`src/rtl/sio_pkg.sv`:
```
package sio_pkg;
   localparam logic [2:0] A_MODE = 3'd0;
   localparam logic [2:0] A_STAT = 3'd1;
   localparam logic [2:0] A_CMD  = 3'd2;
   localparam logic [2:0] A_ISR  = 3'd4;
   localparam logic [2:0] A_IMR  = 3'd5;

   localparam logic [3:0] C_PTR   = 4'h1;
   localparam logic [3:0] C_RXRST = 4'h2;
   localparam logic [3:0] C_TXRST = 4'h3;
   localparam logic [3:0] C_ERRST = 4'h4;

   localparam int MA_IRQSEL = 6;
   localparam int MA_BLKERR = 5;
   localparam int MB_CTS    = 4;
   localparam int IRQ_W     = 4;

   typedef struct packed {
      logic rx_on;
      logic rx_off;
      logic rx_rst;
      logic tx_on;
      logic tx_off;
      logic tx_rst;
      logic ptr_rst;
      logic err_rst;
      logic bad;
   } cmd_t;
endpackage

```
`src/rtl/sio_bus_if.sv`:
```
module sio_bus_if #(
   parameter int DW = 8
) (
   input  logic          clk,
   input  logic          rst_n,
   input  logic          cs_n,
   input  logic          rd_n,
   input  logic          wr_n,
   input  logic [DW-1:0] rdata,
   output logic          wr_stb,
   output logic          rd_stb,
   output logic [DW-1:0] d_out,
   output logic          d_oe
);
   logic wr_lvl, rd_lvl, wr_q, rd_q;

   assign wr_lvl = !cs_n && !wr_n;
   assign rd_lvl = !cs_n && !rd_n;
   assign wr_stb = wr_lvl && !wr_q;
   assign rd_stb = rd_lvl && !rd_q;
   assign d_oe   = rd_q && rd_lvl;

   always_ff @(posedge clk or negedge rst_n) begin
      if (!rst_n) begin
         wr_q  <= 1'b0;
         rd_q  <= 1'b0;
         d_out <= '0;
      end else begin
         wr_q <= wr_lvl;
         rd_q <= rd_lvl;
         if (rd_stb) d_out <= rdata;
      end
   end
endmodule

```
`src/rtl/sio_cmd_dec.sv`:
```
module sio_cmd_dec
   import sio_pkg::*;
(
   input  logic [7:0] cw,
   output cmd_t       cmd
);
   logic [3:0] nib;
   logic       rx_rq, tx_rq, rx_bad, tx_bad;

   always_comb begin
      nib    = cw[7:4];
      rx_rq  = (nib == C_RXRST);
      tx_rq  = (nib == C_TXRST);
      rx_bad = cw[0] && (cw[1] || rx_rq);
      tx_bad = cw[2] && (cw[3] || tx_rq);
      cmd.rx_on   = cw[0] && !rx_bad;
      cmd.rx_off  = cw[1] && !rx_bad;
      cmd.rx_rst  = rx_rq && !rx_bad;
      cmd.tx_on   = cw[2] && !tx_bad;
      cmd.tx_off  = cw[3] && !tx_bad;
      cmd.tx_rst  = tx_rq && !tx_bad;
      cmd.ptr_rst = (nib == C_PTR);
      cmd.err_rst = (nib == C_ERRST);
      cmd.bad     = rx_bad || tx_bad;
   end
endmodule

```
`src/rtl/sio_irq.sv`:
```
module sio_irq #(
   parameter int N       = 4,
   parameter bit REG_OUT = 1'b1
) (
   input  logic         clk,
   input  logic         rst_n,
   input  logic [N-1:0] isr,
   input  logic [N-1:0] imr,
   output logic         irq_n
);
   logic hit;
   assign hit = |(isr & imr);

   generate
      if (REG_OUT) begin : g_reg
         logic irq_q;
         always_ff @(posedge clk or negedge rst_n) begin
            if (!rst_n) irq_q <= 1'b1;
            else        irq_q <= !hit;
         end
         assign irq_n = irq_q;
      end else begin : g_comb
         assign irq_n = !hit;
      end
   endgenerate
endmodule

```
`src/rtl/sio_ctl_regs.sv`:
```
module sio_ctl_regs
   import sio_pkg::*;
#(
   parameter int DW      = 8,
   parameter int AW      = 3,
   parameter int ERR_W   = 3,
   parameter bit REG_IRQ = 1'b1
) (
   input  logic             clk,
   input  logic             rst_n,
   input  logic             cs_n,
   input  logic             rd_n,
   input  logic             wr_n,
   input  logic [AW-1:0]    addr,
   input  logic [DW-1:0]    d_in,
   output logic [DW-1:0]    d_out,
   output logic             d_oe,
   input  logic             rx_ready,
   input  logic             rx_full,
   input  logic             tx_ready,
   input  logic             tx_empty,
   input  logic [ERR_W-1:0] err_in,
   input  logic             cts_n,
   output logic             tx_en,
   output logic             rx_en,
   output logic             tx_rst,
   output logic             rx_rst,
   output logic [1:0]       chan_mode,
   output logic             echo_mode,
   output logic             tx_start_ok,
   output logic             cmd_err,
   output logic             irq_n
);
   localparam int STAT_W = 4 + ERR_W;

   generate
      if (DW < 8) begin : g_bad_dw
         $error("sio_ctl_regs: DW must be at least 8");
      end
      if (AW < 3) begin : g_bad_aw
         $error("sio_ctl_regs: AW must be at least 3");
      end
      if (STAT_W > DW) begin : g_bad_err
         $error("sio_ctl_regs: ERR_W too wide for status word");
      end
   endgenerate

   logic              wr_stb, rd_stb;
   logic [DW-1:0]     rdata;
   logic [DW-1:0]     mra_q, mrb_q;
   logic              ptr_b;
   logic [IRQ_W-1:0]  imr_q, isr_w;
   logic [ERR_W-1:0]  err_acc, err_vis;
   logic              tx_en_q, rx_en_q, tx_rst_q, rx_rst_q, cmd_err_q;
   logic              blk_mode, rx_src;
   cmd_t              cmd;

   sio_bus_if #(.DW(DW)) u_bus (
      .clk(clk), .rst_n(rst_n), .cs_n(cs_n), .rd_n(rd_n), .wr_n(wr_n),
      .rdata(rdata), .wr_stb(wr_stb), .rd_stb(rd_stb),
      .d_out(d_out), .d_oe(d_oe)
   );

   sio_cmd_dec u_dec (.cw(d_in[7:0]), .cmd(cmd));

   assign blk_mode = mra_q[MA_BLKERR];
   assign err_vis  = blk_mode ? err_acc : err_in;
   assign rx_src   = mra_q[MA_IRQSEL] ? rx_full : rx_ready;
   assign isr_w    = {|err_vis, rx_src, tx_empty, tx_ready};

   always_comb begin
      rdata = '0;
      case (addr)
         AW'(A_MODE): rdata = ptr_b ? mrb_q : mra_q;
         AW'(A_STAT): rdata = DW'({err_vis, tx_empty, tx_ready, rx_full, rx_ready});
         AW'(A_CMD):  rdata = DW'(cmd_err_q);
         AW'(A_ISR):  rdata = DW'(isr_w);
         AW'(A_IMR):  rdata = DW'(imr_q);
         default:     rdata = '0;
      endcase
   end

   always_ff @(posedge clk or negedge rst_n) begin
      if (!rst_n) begin
         mra_q     <= '0;
         mrb_q     <= '0;
         ptr_b     <= 1'b0;
         imr_q     <= '0;
         err_acc   <= '0;
         tx_en_q   <= 1'b0;
         rx_en_q   <= 1'b0;
         tx_rst_q  <= 1'b0;
         rx_rst_q  <= 1'b0;
         cmd_err_q <= 1'b0;
      end else begin
         tx_rst_q <= 1'b0;
         rx_rst_q <= 1'b0;
         err_acc  <= blk_mode ? (err_acc | err_in) : '0;
         if (rd_stb && addr == AW'(A_MODE)) ptr_b <= 1'b1;
         if (wr_stb) begin
            case (addr)
               AW'(A_MODE): begin
                  if (ptr_b) mrb_q <= d_in;
                  else begin
                     mra_q <= d_in;
                     ptr_b <= 1'b1;
                  end
               end
               AW'(A_IMR): imr_q <= d_in[IRQ_W-1:0];
               AW'(A_CMD): begin
                  if (cmd.rx_on)  rx_en_q <= 1'b1;
                  if (cmd.rx_off) rx_en_q <= 1'b0;
                  if (cmd.tx_on)  tx_en_q <= 1'b1;
                  if (cmd.tx_off) tx_en_q <= 1'b0;
                  if (cmd.rx_rst) begin
                     rx_en_q  <= 1'b0;
                     rx_rst_q <= 1'b1;
                     err_acc  <= '0;
                  end
                  if (cmd.tx_rst) begin
                     tx_en_q  <= 1'b0;
                     tx_rst_q <= 1'b1;
                  end
                  if (cmd.err_rst) err_acc   <= '0;
                  if (cmd.ptr_rst) ptr_b     <= 1'b0;
                  if (cmd.bad)     cmd_err_q <= 1'b1;
               end
               default: ;
            endcase
         end
      end
   end

   sio_irq #(.N(IRQ_W), .REG_OUT(REG_IRQ)) u_irq (
      .clk(clk), .rst_n(rst_n), .isr(isr_w), .imr(imr_q), .irq_n(irq_n)
   );

   assign tx_en       = tx_en_q;
   assign rx_en       = rx_en_q;
   assign tx_rst      = tx_rst_q;
   assign rx_rst      = rx_rst_q;
   assign cmd_err     = cmd_err_q;
   assign chan_mode   = mrb_q[7:6];
   assign echo_mode   = (mrb_q[7:6] == 2'b01);
   assign tx_start_ok = tx_en_q && (!mrb_q[MB_CTS] || !cts_n);
endmodule

```
`config.mk`:
```
export PLATFORM = sky130hd
export DESIGN_NAME = sio_ctl_regs
export DESIGN_NICKNAME = d
export VERILOG_FILES = /design/src/rtl/sio_pkg.sv /design/src/rtl/sio_bus_if.sv /design/src/rtl/sio_cmd_dec.sv /design/src/rtl/sio_irq.sv /design/src/rtl/sio_ctl_regs.sv
export SDC_FILE = /design/constraint.sdc
export NUM_CORES = 1
export LEC_CHECK = 0
export BUFFER_PORTS_ARGS = -buffer_cell sky130_fd_sc_hd__buf_4
export CORE_MARGIN = 4
export CORE_UTILIZATION = 58
export DETAILED_ROUTE_END_ITERATION = 10
export GPL_ROUTABILITY_DRIVEN = 1
export HOLD_SLACK_MARGIN = 0.08
export PLACE_DENSITY = 0.84
export RECOVER_POWER = 50
export SYNTH_ARGS = -nofsm -noshare
export SYNTH_HDL_FRONTEND = slang
export SYNTH_SLANG_ARGS = --single-unit
```
`constraint.sdc`:
```
create_clock -name clk -period 2.7 [get_ports clk]
set_clock_uncertainty 0.15 [all_clocks]
set_input_delay 0.405 -clock clk [delete_from_list [all_inputs] [get_ports clk]]
set_output_delay 0.405 -clock clk [all_outputs]
set_load 0.03 [all_outputs]
```
**After elaboration in Yosys (flattened, before gate mapping)**

Cells that the tools add are included.
W data, S select, Z words.

- Flip-flop bits (word level): 40
- Input bits: 24
- Output and inout bits: 19
- Logic and storage cells: 92

- Equal/unequal tests: 9
- Muxes and demuxes: 26
- Bitwise logic cells: 3
- Reductions and logical operators: 40

Operators with widths:

| cell | count |
|---|---|
| $pmux W8 S5 | 1 |
| $mux W3 | 6 |
| $mux W1 | 17 |
| $logic_and A1 B1 Y1 | 15 |
| $reduce_and A3 Y1 | 5 |
| $logic_not A1 Y1 | 10 |
| $eq A4 B2 Y1 const B | 2 |
| $mux W8 | 1 |
| $eq A3 B3 Y1 const B | 2 |
| $reduce_bool A3 Y1 | 2 |
| $and A4 B4 Y4 | 1 |
| $eq A4 B1 Y1 const B | 1 |
| $eq A4 B3 Y1 const B | 1 |
| $logic_or A1 B1 Y1 | 4 |
| $reduce_or A4 Y1 | 1 |
| $eq A3 B1 Y1 const B | 1 |
| $eq A3 B2 Y1 const B | 1 |
| $logic_not A3 Y1 | 1 |
| $or A3 B3 Y3 | 1 |
| $reduce_or A3 Y1 | 1 |
| $eq A2 B1 Y1 const B | 1 |
| $pmux W1 S2 | 1 |
| $reduce_and A2 Y1 | 1 |
| $not A1 Y1 | 1 |

**Depth between registers and ports, before layout**

- Depth after elaboration: 9
- Gate-level depth with buffers: 6
- Mapped depth without buffers: 4

**Cells and area by module**

A second synthesis with hierarchy kept.

- Cell total of the unflattened synthesis: 174
- Area, all modules: 2026.9 µm²

Modules (own cells, without submodules):

| module | times used | cells each | area an instance (µm²) | sequential area each (µm²) |
|---|---|---|---|---|
| sio_ctl_regs | 1 | 133 | 1502.7 | 725.7 |
| sio_bus_if | 1 | 23 | 375.4 | 250.2 |
| sio_cmd_dec | 1 | 15 | 98.8 | 0.0 |
| sio_irq | 1 | 3 | 50.0 | 26.3 |

**Worst setup path before layout**

Ideal clock, no wire load.

- Path kind: register to output
- Start: register tx_en_q, in the netlist tx_en
- End: output port tx_start_ok
- Arrival time: 1.289 ns
- Slack: 0.856 ns
- Cell stages (with the launch flop): 2
- Path through: dfrtp_1 > a21boi_0

- Word-level cells in the longest chain between the ends: 1

RTL lines:

| element | line | source |
|---|---|---|
| start, declared | sio_ctl_regs.sv:54 | `logic tx_en_q, rx_en_q, tx_rst_q, rx_rst_q, cmd_err_q;` |
| start signal, assigned | sio_ctl_regs.sv:90 | `tx_en_q <= 1'b0;` |
| start signal, assigned | sio_ctl_regs.sv:113 | `if (cmd.tx_on) tx_en_q <= 1'b1;` |
| start signal, assigned | sio_ctl_regs.sv:114 | `if (cmd.tx_off) tx_en_q <= 1'b0;` |
| $logic_and A1 B1 Y1 | sio_ctl_regs.sv:145 | `assign tx_start_ok = tx_en_q && (!mrb_q[MB_CTS] \|\| !cts_n);` |
| end, declared | sio_ctl_regs.sv:30 | `output logic tx_start_ok,` |

No other way between the ends.

**Worst setup path in the final report**

- Start: input port wr_n
- End: register err_acc[1]

- Word-level cells in the longest chain between the ends: 4

RTL lines:

| element | line | source |
|---|---|---|
| start, declared | sio_ctl_regs.sv:13 | `input logic wr_n,` |
| $logic_not A1 Y1 | sio_bus_if.sv:17 | `assign wr_lvl = !cs_n && !wr_n;` |
| $logic_and A1 B1 Y1 | sio_bus_if.sv:17 |  |
| $logic_and A1 B1 Y1 | sio_bus_if.sv:19 | `assign wr_stb = wr_lvl && !wr_q;` |
| $mux W3 | sio_ctl_regs.sv:100 | `if (wr_stb) begin` |
| end signal, assigned | sio_ctl_regs.sv:98 | `err_acc <= blk_mode ? (err_acc \| err_in) : '0;` |
| end, declared | sio_ctl_regs.sv:53 | `logic [ERR_W-1:0] err_acc, err_vis;` |

No other way between the ends.
A chain may end at the register's enable or synchronous reset.

==> results.toml <==
[logic_synthesis]
avgSynthCellArea_um2 = 11.3
synthFlopType = "dfrtp_1"
yosysTopAreaCell = "dfrtp_1"
synth_warnings = 0
netlist_top_cells_area = "dfrtp_1 49%, mux2_2 6.8%, mux2_4 6.1%"
synth_seq_cells = 40
synth_edf_count = 0
netlist_instances = 175
synth_fp_nets = 199
syn_area_um2 = 1980
ys_types = 41
async_reset_ff_share_pct = 100
synth_common_cells = "39 x dfrtp_1, 18 x o21ai_0, 15 x nand2_1"
yosysMostFrequentCell = "dfrtp_1"
yosys.area.top_type_share_pct = 49.3
yosysSeqAreaShare_pct = 50.7

[setup_path]
crit_arrival_ns = 2.21
path_cells = "dlygate4sd3_1 > buf_4 > nor3_4 > nand3_1 > o41ai_2 > nor2_1"
crit_path_start_kind = "primary input"
end_kind = "register"
cp_top_family = "buffers and inverters"
crit_fanout = 7
max_stage_delay_ns = 0.54
slowest_stage = "dlygate4sd3_1"
crit_buf_inv = 2
critPathKind = "primary input to register"
required_ns = 2.78

[detailed_routing]
initialDrtViolationCount = 119
post_drt_wl_per_cell_um = 17.0
avgViaCountPerCell = 5.93
finalWirelength_um = 4530
dr.pass1.iters = 5
drc = 0
final_antenna_net_count = 0
vias = 1578

[layout]
n_antenna_cell = 0
fillerInstances = 245
postLayoutCellArea_um2 = 2360
nets = 245
drive_gt1_share_pct = 31.1
syn_to_final_growth_pct = 19.5

[grt]
gr-total-overflow = 0
grt_usage_pct = 23.2
grt_antenna_before_repair = 0
first_global_vias = 1639
grt_pass1_wl_um = 7610
grt_max_degree = 41

[timing]
slew_headroom_pct = 36.5
final_hold_viol_count = 0
finalSetupTns_ns = 0
tightest_slew_ns = 0.953
rsz0062_at_grt = "no"
fin_crit_ns = 2.14
drv_slew = 0
fmax_ghz = 0.468
setup_violations = 0
finalCritPeriodShare_pct = 79.1

[die]
coreArea_um2 = 3150
fp-row-count = 20
start_util_pct = 62.7
die_y_um = 66.4
die_area_um2 = 4410
pin_count = 43
die_w_um = 66.4

[placement]
placed_cell_area_um2 = 2280
gp_congestion = 0.887
dp_hpwl_um = 3370
io_buffers = 42

[power]
ir_worst_vdd_v = 0.000368
leakage_uw = 0.00110
power_density_nw_per_um2 = 575

[clocking]
cts_resized = 0
clock_latency_ns = 0.35
cts_tree = "done"
numCtsBuffers = 5
path_clk_slew_ns = 0.12
clockBufferDepth = 2
htree_levels = 2
root_buffer = "clkbuf_4"
clock_sinks = 40

[run]
drv_cap = 0

[min_path]
hp-class = "primary input to register"

[outcome]
status = "finished clean"
==> final timing paths <==
check	start	to	slack, ns	cells after the start
min in group asynchronous	rst_n	u_bus.d_out[5]	0.58	2
worst min register to register	imr_q[3]	u_irq.irq_n	0.34	1
worst min-delay path	cs_n	u_bus.rd_q	0.09	2
max in group asynchronous	rst_n	err_acc[1]	1.24	2
worst max register to register	ptr_b	mrb_q[5]	0.76	3
worst max-delay path	wr_n	err_acc[1]	0.56	6
==> per-stage QoR <==
step	hold slack (ns)	utilization (%)	total power [uW]	cells	setup WS, ns
6_report	0.0917	75.0	1360	266	0.565
5_1_grt	0.0813	75.0	1440	266	0.487
4_1_cts	0.0849	75.7	1370	265	0.576
3_5_place_dp	0.254	72.3	1080	252	0.618
3_3_place_gp	0.243	72.3	1060	252	0.617
2_1_floorplan	-0.0406	-	946	175	0.856
==> area by class of cell <==
class	count	area (um^2)	area share, %
clock buffer	5	37.5	1.59
clock inverter	3	18.8	0.794
inverter	4	15.0	0.635
multi-input combinational	122	892	37.7
sequential	40	1000	42.4
tap	44	55.1	2.33
timing repair buffer	48	343	14.5
==> what timing repair did <==
action | in CTS | in global routing
endpoints found under the hold margin | 42 | 1
hold buffers | 5 | 1
buffers inserted | 0 | 0
==> report_power, final <==
part	internal, uW	switching [uW]
logic	151	167
clock network	100	196
registers	682	63.5
==> cell usage in the layout, fill, tap and decap left out, drive strengths merged, types with 4 or more instances in the layout <==
cell type and count:
dlygate4sd3 6, buf 32, nor4 4, o21ai 18
nor2 11, a21oi 9, dfrtp 39, nand2 17
inv 4, mux2 20, clkbuf 15
==> routing by layer <==
layer / track usage, % / part of all wire, % / vias to the layer above
met3: 6.63 / 7.3 / 11
met5: 0 / 0 / -
met1: 29.0 / 41 / 753
li1: - / - / 731
met2: 37.4 / 49 / 83
met4: 9.39 / 2.3 / 0
==> logic make-up after synthesis <==
group,after synthesis,share of synthesized area [%]
muxes,22,13.9
and+or+nand+nor,51,15.1
DFF,40,50.7
AOI/OAI and AO/OA,49,16.1
buffers and inverters,13,4.24
==> state kept, by name, summed over array words and instances (netlist names) <==
name	count
err_acc	3
ptr_b	1
u_bus.rd_q	1
cmd_err	1
u_irq.irq_n	1
tx_rst	1
mra_q	8
mrb_q	8
rx_en	1
tx_en	1
u_bus.wr_q	1
u_bus.d_out	8
rx_rst	1
imr_q	4
No activity file was read; power rests on OpenSTA's default activity.
